[src/rtl/usb_inpp_pkg.sv]
package usb_inpp_pkg;
    typedef enum logic [2:0] {
        TX_IDLE,
        TX_NACK,
        TX_DATA,
        TX_STREAM,
        TX_WAIT_HS
    } tx_state_e;
endpackage

[src/rtl/usb_inpp_bank.sv]
module usb_inpp_bank #(
    parameter int DEPTH = 64,
    localparam int CW = $clog2(DEPTH + 1),
    localparam int AW = (DEPTH > 1) ? $clog2(DEPTH) : 1
) (
    input  logic          clk,
    input  logic          rst,
    input  logic          wr_en,
    input  logic [7:0]    wr_data,
    input  logic          mark,
    input  logic          free,
    input  logic          rd_adv,
    input  logic          rewind,
    output logic [CW-1:0] count,
    output logic          ready,
    output logic [7:0]    rd_byte,
    output logic          rd_last
);
    logic [7:0]    mem [DEPTH];
    logic [CW-1:0] rptr;
    logic          has_room;

    assign has_room = (count != CW'(DEPTH));

    always_ff @(posedge clk) begin
        if (wr_en && has_room)
            mem[count[AW-1:0]] <= wr_data;
    end

    always_ff @(posedge clk) begin
        if (rst || free)
            count <= '0;
        else if (wr_en && has_room)
            count <= count + 1'b1;
    end

    always_ff @(posedge clk) begin
        if (rst || free)
            ready <= 1'b0;
        else if (mark)
            ready <= 1'b1;
    end

    always_ff @(posedge clk) begin
        if (rst || free || rewind)
            rptr <= '0;
        else if (rd_adv && (rptr != count))
            rptr <= rptr + 1'b1;
    end

    assign rd_byte = mem[rptr[AW-1:0]];
    assign rd_last = (count != '0) && (rptr == count - 1'b1);
endmodule

[src/rtl/usb_inpp_fill.sv]
module usb_inpp_fill #(
    parameter int DEPTH = 64,
    localparam int CW = $clog2(DEPTH + 1)
) (
    input  logic                clk,
    input  logic                rst,
    input  logic                cpu_wr_en,
    input  logic                cpu_set_ready,
    input  logic [1:0]          bank_ready,
    input  logic [1:0][CW-1:0]  bank_count,
    output logic                fill_sel,
    output logic [1:0]          wr_bank,
    output logic [1:0]          mark_bank,
    output logic                ovf
);
    logic sel_ready;
    logic sel_full;
    logic wr_ok;
    logic mark_ok;

    assign sel_ready = bank_ready[fill_sel];
    assign sel_full  = (bank_count[fill_sel] == CW'(DEPTH));
    assign wr_ok     = cpu_wr_en && !sel_ready && !sel_full;
    assign mark_ok   = cpu_set_ready && !sel_ready;

    for (genvar b = 0; b < 2; b++) begin : g_sel
        assign wr_bank[b]   = wr_ok   && (fill_sel == 1'(b));
        assign mark_bank[b] = mark_ok && (fill_sel == 1'(b));
    end

    always_ff @(posedge clk) begin
        if (rst)
            fill_sel <= 1'b0;
        else if (mark_ok)
            fill_sel <= ~fill_sel;
    end

    always_ff @(posedge clk) begin
        if (rst)
            ovf <= 1'b0;
        else if (cpu_wr_en && !sel_ready && sel_full)
            ovf <= 1'b1;
    end
endmodule

[src/rtl/usb_inpp_txfsm.sv]
module usb_inpp_txfsm
    import usb_inpp_pkg::*;
#(
    parameter int DEPTH = 64,
    localparam int CW = $clog2(DEPTH + 1)
) (
    input  logic          clk,
    input  logic          rst,
    input  logic          tok_in,
    input  logic          rd_req,
    input  logic          ack_in,
    input  logic          timeout_in,
    input  logic          tx_ready,
    input  logic [CW-1:0] tx_len,
    input  logic          tx_last,
    output tx_state_e     state,
    output logic          tx_sel,
    output logic          rd_adv,
    output logic          rewind,
    output logic          free,
    output logic          set_done,
    output logic          resp_nack,
    output logic          resp_data
);
    tx_state_e nxt;

    always_comb begin
        nxt = state;
        unique case (state)
            TX_IDLE:    if (tok_in) nxt = tx_ready ? TX_DATA : TX_NACK;
            TX_NACK:    nxt = TX_IDLE;
            TX_DATA:    nxt = (tx_len == '0) ? TX_WAIT_HS : TX_STREAM;
            TX_STREAM: begin
                if (timeout_in)            nxt = TX_IDLE;
                else if (rd_req && tx_last) nxt = TX_WAIT_HS;
            end
            TX_WAIT_HS: if (ack_in || timeout_in) nxt = TX_IDLE;
            default:    nxt = TX_IDLE;
        endcase
    end

    always_ff @(posedge clk) begin
        if (rst)
            state <= TX_IDLE;
        else
            state <= nxt;
    end

    always_comb begin
        resp_nack = 1'b0;
        resp_data = 1'b0;
        rd_adv    = 1'b0;
        rewind    = 1'b0;
        free      = 1'b0;
        unique case (state)
            TX_IDLE:    ;
            TX_NACK:    resp_nack = 1'b1;
            TX_DATA:    resp_data = 1'b1;
            TX_STREAM: begin
                rd_adv = rd_req && !timeout_in;
                rewind = timeout_in;
            end
            TX_WAIT_HS: begin
                free   = ack_in;
                rewind = timeout_in && !ack_in;
            end
            default:    ;
        endcase
        set_done = free;
    end

    always_ff @(posedge clk) begin
        if (rst)
            tx_sel <= 1'b0;
        else if (free)
            tx_sel <= ~tx_sel;
    end
endmodule

[src/rtl/usb_inpp_top.sv]
module usb_inpp_top
    import usb_inpp_pkg::*;
#(
    parameter int DEPTH = 64,
    localparam int CW = $clog2(DEPTH + 1)
) (
    input  logic          clk,
    input  logic          rst,
    input  logic          cpu_wr_en,
    input  logic [7:0]    cpu_wr_data,
    input  logic          cpu_set_ready,
    input  logic          cpu_clr_done,
    output logic [1:0]    stat_ready,
    output logic          stat_done,
    output logic          stat_ovf,
    output logic          stat_fill_bank,
    output logic          stat_tx_bank,
    output logic [CW-1:0] stat_fill_cnt,
    output logic          irq,
    input  logic          tok_in,
    output logic          resp_nack,
    output logic          resp_data,
    output logic [CW-1:0] resp_len,
    input  logic          rd_req,
    output logic [7:0]    rd_byte,
    output logic          rd_last,
    input  logic          ack_in,
    input  logic          timeout_in
);
    logic [1:0][CW-1:0] bank_cnt;
    logic [1:0][7:0]    bank_byte;
    logic [1:0]         bank_rdy;
    logic [1:0]         bank_last;
    logic [1:0]         wr_b;
    logic [1:0]         mark_b;
    logic               fill_sel;
    logic               tx_sel;
    logic               rd_adv;
    logic               rewind;
    logic               free;
    logic               set_done;
    logic               done_q;
    tx_state_e          state;

    usb_inpp_fill #(.DEPTH(DEPTH)) u_fill (
        .clk           (clk),
        .rst           (rst),
        .cpu_wr_en     (cpu_wr_en),
        .cpu_set_ready (cpu_set_ready),
        .bank_ready    (bank_rdy),
        .bank_count    (bank_cnt),
        .fill_sel      (fill_sel),
        .wr_bank       (wr_b),
        .mark_bank     (mark_b),
        .ovf           (stat_ovf)
    );

    for (genvar b = 0; b < 2; b++) begin : g_bank
        usb_inpp_bank #(.DEPTH(DEPTH)) u_bank (
            .clk     (clk),
            .rst     (rst),
            .wr_en   (wr_b[b]),
            .wr_data (cpu_wr_data),
            .mark    (mark_b[b]),
            .free    (free && (tx_sel == 1'(b))),
            .rd_adv  (rd_adv && (tx_sel == 1'(b))),
            .rewind  (rewind && (tx_sel == 1'(b))),
            .count   (bank_cnt[b]),
            .ready   (bank_rdy[b]),
            .rd_byte (bank_byte[b]),
            .rd_last (bank_last[b])
        );
    end

    usb_inpp_txfsm #(.DEPTH(DEPTH)) u_tx (
        .clk        (clk),
        .rst        (rst),
        .tok_in     (tok_in),
        .rd_req     (rd_req),
        .ack_in     (ack_in),
        .timeout_in (timeout_in),
        .tx_ready   (bank_rdy[tx_sel]),
        .tx_len     (bank_cnt[tx_sel]),
        .tx_last    (bank_last[tx_sel]),
        .state      (state),
        .tx_sel     (tx_sel),
        .rd_adv     (rd_adv),
        .rewind     (rewind),
        .free       (free),
        .set_done   (set_done),
        .resp_nack  (resp_nack),
        .resp_data  (resp_data)
    );

    always_ff @(posedge clk) begin
        if (rst)
            done_q <= 1'b0;
        else if (set_done)
            done_q <= 1'b1;
        else if (cpu_clr_done)
            done_q <= 1'b0;
    end

    assign stat_done      = done_q;
    assign irq            = done_q;
    assign stat_ready     = bank_rdy;
    assign stat_fill_bank = fill_sel;
    assign stat_tx_bank   = tx_sel;
    assign stat_fill_cnt  = bank_cnt[fill_sel];
    assign resp_len       = bank_cnt[tx_sel];
    assign rd_byte        = bank_byte[tx_sel];
    assign rd_last        = bank_last[tx_sel];
endmodule

[config.mk]
export PLATFORM = sky130hd
export DESIGN_NAME = usb_inpp_top
export DESIGN_NICKNAME = d
export VERILOG_FILES = /design/src/rtl/usb_inpp_pkg.sv /design/src/rtl/usb_inpp_bank.sv /design/src/rtl/usb_inpp_fill.sv /design/src/rtl/usb_inpp_txfsm.sv /design/src/rtl/usb_inpp_top.sv
export SDC_FILE = /design/constraint.sdc
export NUM_CORES = 1
export LEC_CHECK = 0
export BUFFER_PORTS_ARGS = -buffer_cell sky130_fd_sc_hd__buf_2
export CAP_MARGIN = 20
export CORE_MARGIN = 1
export CORE_UTILIZATION = 60
export DETAILED_ROUTE_END_ITERATION = 10
export PLACE_DENSITY = 0.83
export SKIP_CTS_REPAIR_TIMING = 1
export SLEW_MARGIN = 5
export SYNTH_ARGS = -nofsm -noshare
export SYNTH_HDL_FRONTEND = slang
export SYNTH_HIERARCHICAL = 1
export SYNTH_SLANG_ARGS = --single-unit
[constraint.sdc]
create_clock -name clk -period 6 [get_ports clk]
set_input_delay 1.2 -clock clk [delete_from_list [all_inputs] [get_ports clk]]
set_output_delay 1.2 -clock clk [all_outputs]
set_load 0.03 [all_outputs]
==> After elaboration in Yosys (flattened, before gate mapping) <==
Memories as Yosys holds them, arrays and structs flattened. A register that Yosys moved wholly into a read port is not among the register bits.
Index checks and enable logic that the tools add are counted.
{ "word_totals": {"ff_bits": 37, "out_inout_bits": 32, "n_memories": 2, "ram_bits": 1024} }
{ "mem_list": {"columns": ["name", "depth", "width", "rd", "rd_clocked_by_memory_dff", "write_ports", "line_no", "source"], "rows": [
  ["g_bank[0].u_bank.mem", 64, 8, 1, 1, 1, "usb_inpp_bank.sv:19", "logic [7:0] mem [DEPTH];"],
  ["g_bank[1].u_bank.mem", 64, 8, 1, 1, 1, "usb_inpp_bank.sv:19", null]
]} }
{ "classes": {"reduce_logical": 38, "order_cmp": 2, "bitwise": 2, "muxes": 34, "n_eq_ne": 14, "add_sub_neg": 6} }
{ "ops": {"columns": ["operator", "count"], "rows": [
  ["7-bit by 1-bit adder with 7-bit output (second input constant)", 4],
  ["7-bit 2-to-1 mux", 4],
  ["6-bit 2-to-1 mux", 4],
  ["1-bit logical AND", 23],
  ["1-bit 2-to-1 mux", 16],
  ["8-bit 2-to-1 mux", 2],
  ["3-bit 2-to-1 mux", 5],
  ["7-bit equality test", 2],
  ["7-bit inequality test", 2],
  ["7-bit inequality test (second input constant)", 2],
  ["7-bit nonzero test", 2],
  ["7-bit by 1-bit subtractor with 7-bit output (second input constant)", 2],
  ["3-bit one-hot mux with 4 select lines", 1],
  ["7-bit equality test (second input constant)", 1],
  ["7-bit logical NOT", 1],
  ["3-bit by 2-bit equality test with 1-bit output (second input constant)", 2],
  ["1-bit logical OR", 5],
  ["1-bit logical NOT", 4],
  ["1-bit by 2-bit less-than comparator with 1-bit output (second input constant)", 2],
  ["3-bit by 1-bit equality test with 1-bit output (second input constant)", 1],
  ["3-bit equality test (second input constant)", 1],
  ["3-bit logical NOT", 1],
  ["3-bit by 2-bit inequality test with 1-bit output (second input constant)", 1],
  ["3-bit AND reduction", 1],
  ["6 further kinds", 7]
]} }

==> Longest topological paths before layout <==
{ "logic_depth": {"ltp_word": 9, "depth_mapped": 13, "mapped_depth_nobuf": 12} }

==> Hierarchy <==
The synthesis kept the hierarchy.
{ "by_module_without_submodules": {"columns": ["module", "seq_area_each_um2", "area_per_inst_um2", "cells_each", "instances"], "rows": [
  ["usb_inpp_bank at g_bank[1].u_bank", 15795.1, 20942.6, 1056, 1],
  ["usb_inpp_bank at g_bank[0].u_bank", 15795.1, 20895.0, 1045, 1],
  ["usb_inpp_top", 20.0, 377.9, 38, 1],
  ["usb_inpp_txfsm", 80.1, 316.6, 39, 1],
  ["usb_inpp_fill", 40.0, 207.7, 24, 1]
]} }

==> Least setup slack after synthesis <==
No wires, ideal clock.
{ "synth_path": {"path_type": "register to output", "from": "reg with a tool-made name", "to": "out rd_byte[0]", "stages_incl_launch_ff": 9, "arrival_time_ps": 2210, "setup_slack_ps": 2590, "path_buffers": 3, "required_ps": 4800, "path_cell_list": "dfxtp_1 -> buf_6 -> buf_4 -> buf_2 -> mux4_2 -> a22oi_1 -> nand3_1 -> a22o_1 -> mux2_2"} }
{ "synth_rtl": {"columns": ["element", "line_no", "source"], "rows": [
  ["end: declaration", "usb_inpp_top.sv:25", "output logic [7:0] rd_byte,"]
]} }

==> metrics.md <==
| Metric | Value |
|---|---|
| Synth Cell Area | `42700 sq um` |
| Total CTS buffers | `99` |
| I/O Pins | `between 40 and 50` |
| Hpwl dp | `60000 um` |
| Slew @ Worst Pin | `1.11 ns` |
| Iter 0 DRT Violations | `approximately 3700` |
| Overflow after GRT | `0` |
| Hold Crit Endpoint | `irq` |
| Critical Path RT | `4.80 ns` |
| CP Launch Type | `register` |
| Final instance area | `47100 sq um` |
| R2R Setup Slk | `roughly 1.6 ns` |
| Drt pass-1 iters | `5` |
| # rows | `97` |
| Final Cycle Share | `0.905` |
| Initial antenna violation count | `3` |
| Post-layout min period | `~5.4 ns` |
| Crit Reg-Reg Startpoint | `g_bank[0].u_bank/count[2]` |
| Vias | `between 20000 and 25000` |
| Synth Flop Type | `edfxtp_1` |
| Largest net degree at the start of global routing | `around 120` |
| Worst min path class | `reg -> reg` |
| Syn Inst Count | `2202` |
| Yosys cell types | `66` |
| Max-slew violations | `0` |
| Syn nets | `between 2000 and 2500` |
| First-pass GRT wire length | `approximately 150000 um` |
| Post-layout util | `0.670` |
| Worst hold path depth | `2` |
| Crit-path max cell delay | `0.74 ns` |
| Critical path's slowest cell | `dfxtp_4` |
| Vias per cell | `7.15` |
| GP Congestion | `between 0.8 and 0.9` |
| Setup_tns | `0 ns` |
| Post-Route WL | `between 100000 and 150000 um` |
| RSZ-0062 raised after global routing | `no` |
| Power Density | `between 300 and 400 nW/um^2` |
| Longest Clk Path Bufs | `3` |
| Initial Util | `0.608` |
| Clock transition at path regs | `around 0.060 ns` |
| CP cell instances | `buf_12 > mux4_2 > o22ai_1 > nor2_1 > o211ai_1 > o21ai_1 > mux2_2 > buf_2` |
| Final Hold Viols | `0` |
| Clock sink count | `~1100` |
| Vias in the first global route | `between 20000 and 25000` |
| Run status | `complete, no violations` |
| Worst Path Arrival | `4.23 ns` |
| Worst hold start | `irq` |
| Clk_skew | `between 0.02 and 0.025 ns` |
| Final antenna diode count | `0` |
| Register-to-Register Path Depth | `7` |
| Clock Tree Root | `clkbuf_16` |
| Routed Antenna Nets | `0` |
| Core area | `between 70000 and 80000 sq um` |
| Max_slew headroom | `0.258` |
| P_leak | `around 0.014 uW` |
| FILL cells | `4066` |
| Clock Latency Late Sink | `just under 0.7 ns` |
| P&R area growth vs syn | `10.2%` |
| Layout net count | `around 2300` |
| Sequential element share of the synthesized area | `0.742` |
| Routed len/inst | `32.2 um` |
| Die Ht | `269 um` |
| WP buf/inv | `2` |
| FMAX | `roughly 180 MHz` |
| Die width | `269 um` |
| Ys async rst share | `0` |
| CTS tree | `yes` |
| Setup Crit Path Kind | `reg -> out` |
| Fin Hold WS | `0.491 ns` |
| Pwr Total | `~15000 uW` |
| Yosys warns | `6` |
| Port bufs | `between 40 and 50` |
| Gr usage total | `0.299` |
| Post-synth EDFFs | `1024` |
| DR DRC count | `0` |
| Crit end category | `output port` |
| Flops & latches, synth | `about 1100` |
| H-tree depth | `3` |
| Worst VDD drop | `about 0.26 mV` |
| Most common cell after layout, fill and taps aside | `edfxtp_1` |
| Placed Area | `about 44000 sq um` |
| CP Max Fanout | `56` |
| Most frequent cells in the layout | `1024 x edfxtp_1, 250 x mux4_2, 198 x nor2_1` |
| FF-to-FF End | `g_bank[0].u_bank/mem[51][3]` |
| Fraction of layout cells with a size suffix above 1 | `0.234` |
| Syn avg cell area | `about 19 sq um` |
| Reported max-cap violation count | `0` |
| Cell family contributing the most delay on the critical path | `multiplexers` |
| Die area | `72300 sq um` |
| Final setup fails | `0` |
-- through the flow --
stage               std cells  setup slack, ns
finish                   3280            0.573
global route             3280            0.402
CTS                      3278            0.553
detailed placement       3096             1.44
global placement         3095             1.53
floorplan                2202             2.59
-- synthesized netlist by cell type, types with 8 or more instances --
| master | count | area share |
|---|---|---|
| buf_2 | 31 | 0.0036 |
| nand3b_1 | 12 | 0.0021 |
| buf_4 | 20 | 0.0035 |
| nand2_1 | 44 | 0.0039 |
| mux2i_1 | 15 | 0.0035 |
| o22ai_1 | 40 | 0.0059 |
| nand3_1 | 43 | 0.0050 |
| o221ai_1 | 14 | 0.0029 |
| o211ai_1 | 10 | 0.0018 |
| clkbuf_1 | 54 | 0.0047 |
| xor2_1 | 10 | 0.0020 |
| buf_6 | 15 | 0.0040 |
| a21oi_1 | 29 | 0.0034 |
| ha_1 | 8 | 0.0023 |
| edfxtp_1 | 1024 | 0.72 |
| nand4_1 | 11 | 0.0016 |
| mux4_2 | 250 | 0.13 |
| nor2_1 | 198 | 0.017 |
| nor2b_1 | 22 | 0.0032 |
| inv_1 | 14 | 0.0012 |
| a31oi_1 | 21 | 0.0031 |
| buf_1 | 8 | 0.00070 |
| a22oi_1 | 23 | 0.0040 |
| or2_2 | 10 | 0.0015 |
| mux2_2 | 25 | 0.0066 |
| dfxtp_1 | 49 | 0.023 |
| nand2b_1 | 24 | 0.0035 |
| or3_1 | 14 | 0.0020 |
| xnor2_1 | 25 | 0.0051 |
| nor3_1 | 26 | 0.0030 |
| o21ai_0 | 27 | 0.0032 |
-- final cells by class --
type,count,area [sq um],area share
Clock buffer,109,2560,0.0543
Clock inverter,73,692,0.0147
Inverter,14,52.6,0.00112
Multi-Input combinational cell,983,10200,0.216
Sequential cell,1073,31700,0.674
Tap cell,940,1180,0.0250
Timing Repair Buffer,88,683,0.0145
-- metal layers --
metal / vias up / global-route usage / wire length [um]
met4: 4 / 0.125 / 4130
met1: 11900 / 0.413 / 36800
met5: - / 0 / 22
met3: 316 / 0.0764 / 14100
met2: 2115 / 0.462 / 50600
li1: 9121 / - / -
-- state kept, by name (all words and copies together) (netlist names), named ones only --
name / cells
irq: 1
g_bank.u_bank/rptr: 14
u_fill/fill_sel: 1
u_fill/ovf: 1
g_bank.u_bank/mem: 1024
g_bank.u_bank/ready: 2
u_tx/state: 3
u_tx/tx_sel: 1
g_bank.u_bank/count: 14
-- how the worst max path moves through the flow --
stage / end / slack, ns / cells after the start
6_report: rd_byte[0] / 0.57 / 8
2_1_floorplan: rd_byte[0] / 2.59 / 8
4_1_cts: rd_byte[0] / 0.55 / 8
3_5_place_dp: rd_byte[0] / 1.44 / 8
5_1_grt: rd_byte[0] / 0.40 / 8
3_3_place_gp: rd_byte[3] / 1.53 / 7
-- cells by family (layout without fill, tap and decap cells) --
logic type / after synthesis / after routing / synth area share
AND/OR/NAND/NOR: 432 / 432 / 0.0492
flip-flops: 1073 / 1073 / 0.742
XOR/XNOR: 35 / 35 / 0.00717
multiplexers: 296 / 296 / 0.146
buffers and inverters: 146 / 284 / 0.0192
AO/OA/AOI/OAI: 212 / 212 / 0.0342
adder cells (fa/ha/maj): 8 / 8 / 0.00234
-- worst min-delay path: stages, from the launching register on --
cell      delay [ns]
dfxtp_1         0.32
nand2b_1        0.07
a21oi_1         0.06
-- power by group --
| part | switching, uW | internal, uW | total [uW] |
|---|---|---|---|
| Clock | 2810 | 3500 | 6310 |
| Sequential | 47.5 | 8220 | 8270 |
| Combinational | 340 | 137 | 477 |
| Total | 3200 | 11900 | 15100 |
(Power assumes the default switching activity.)
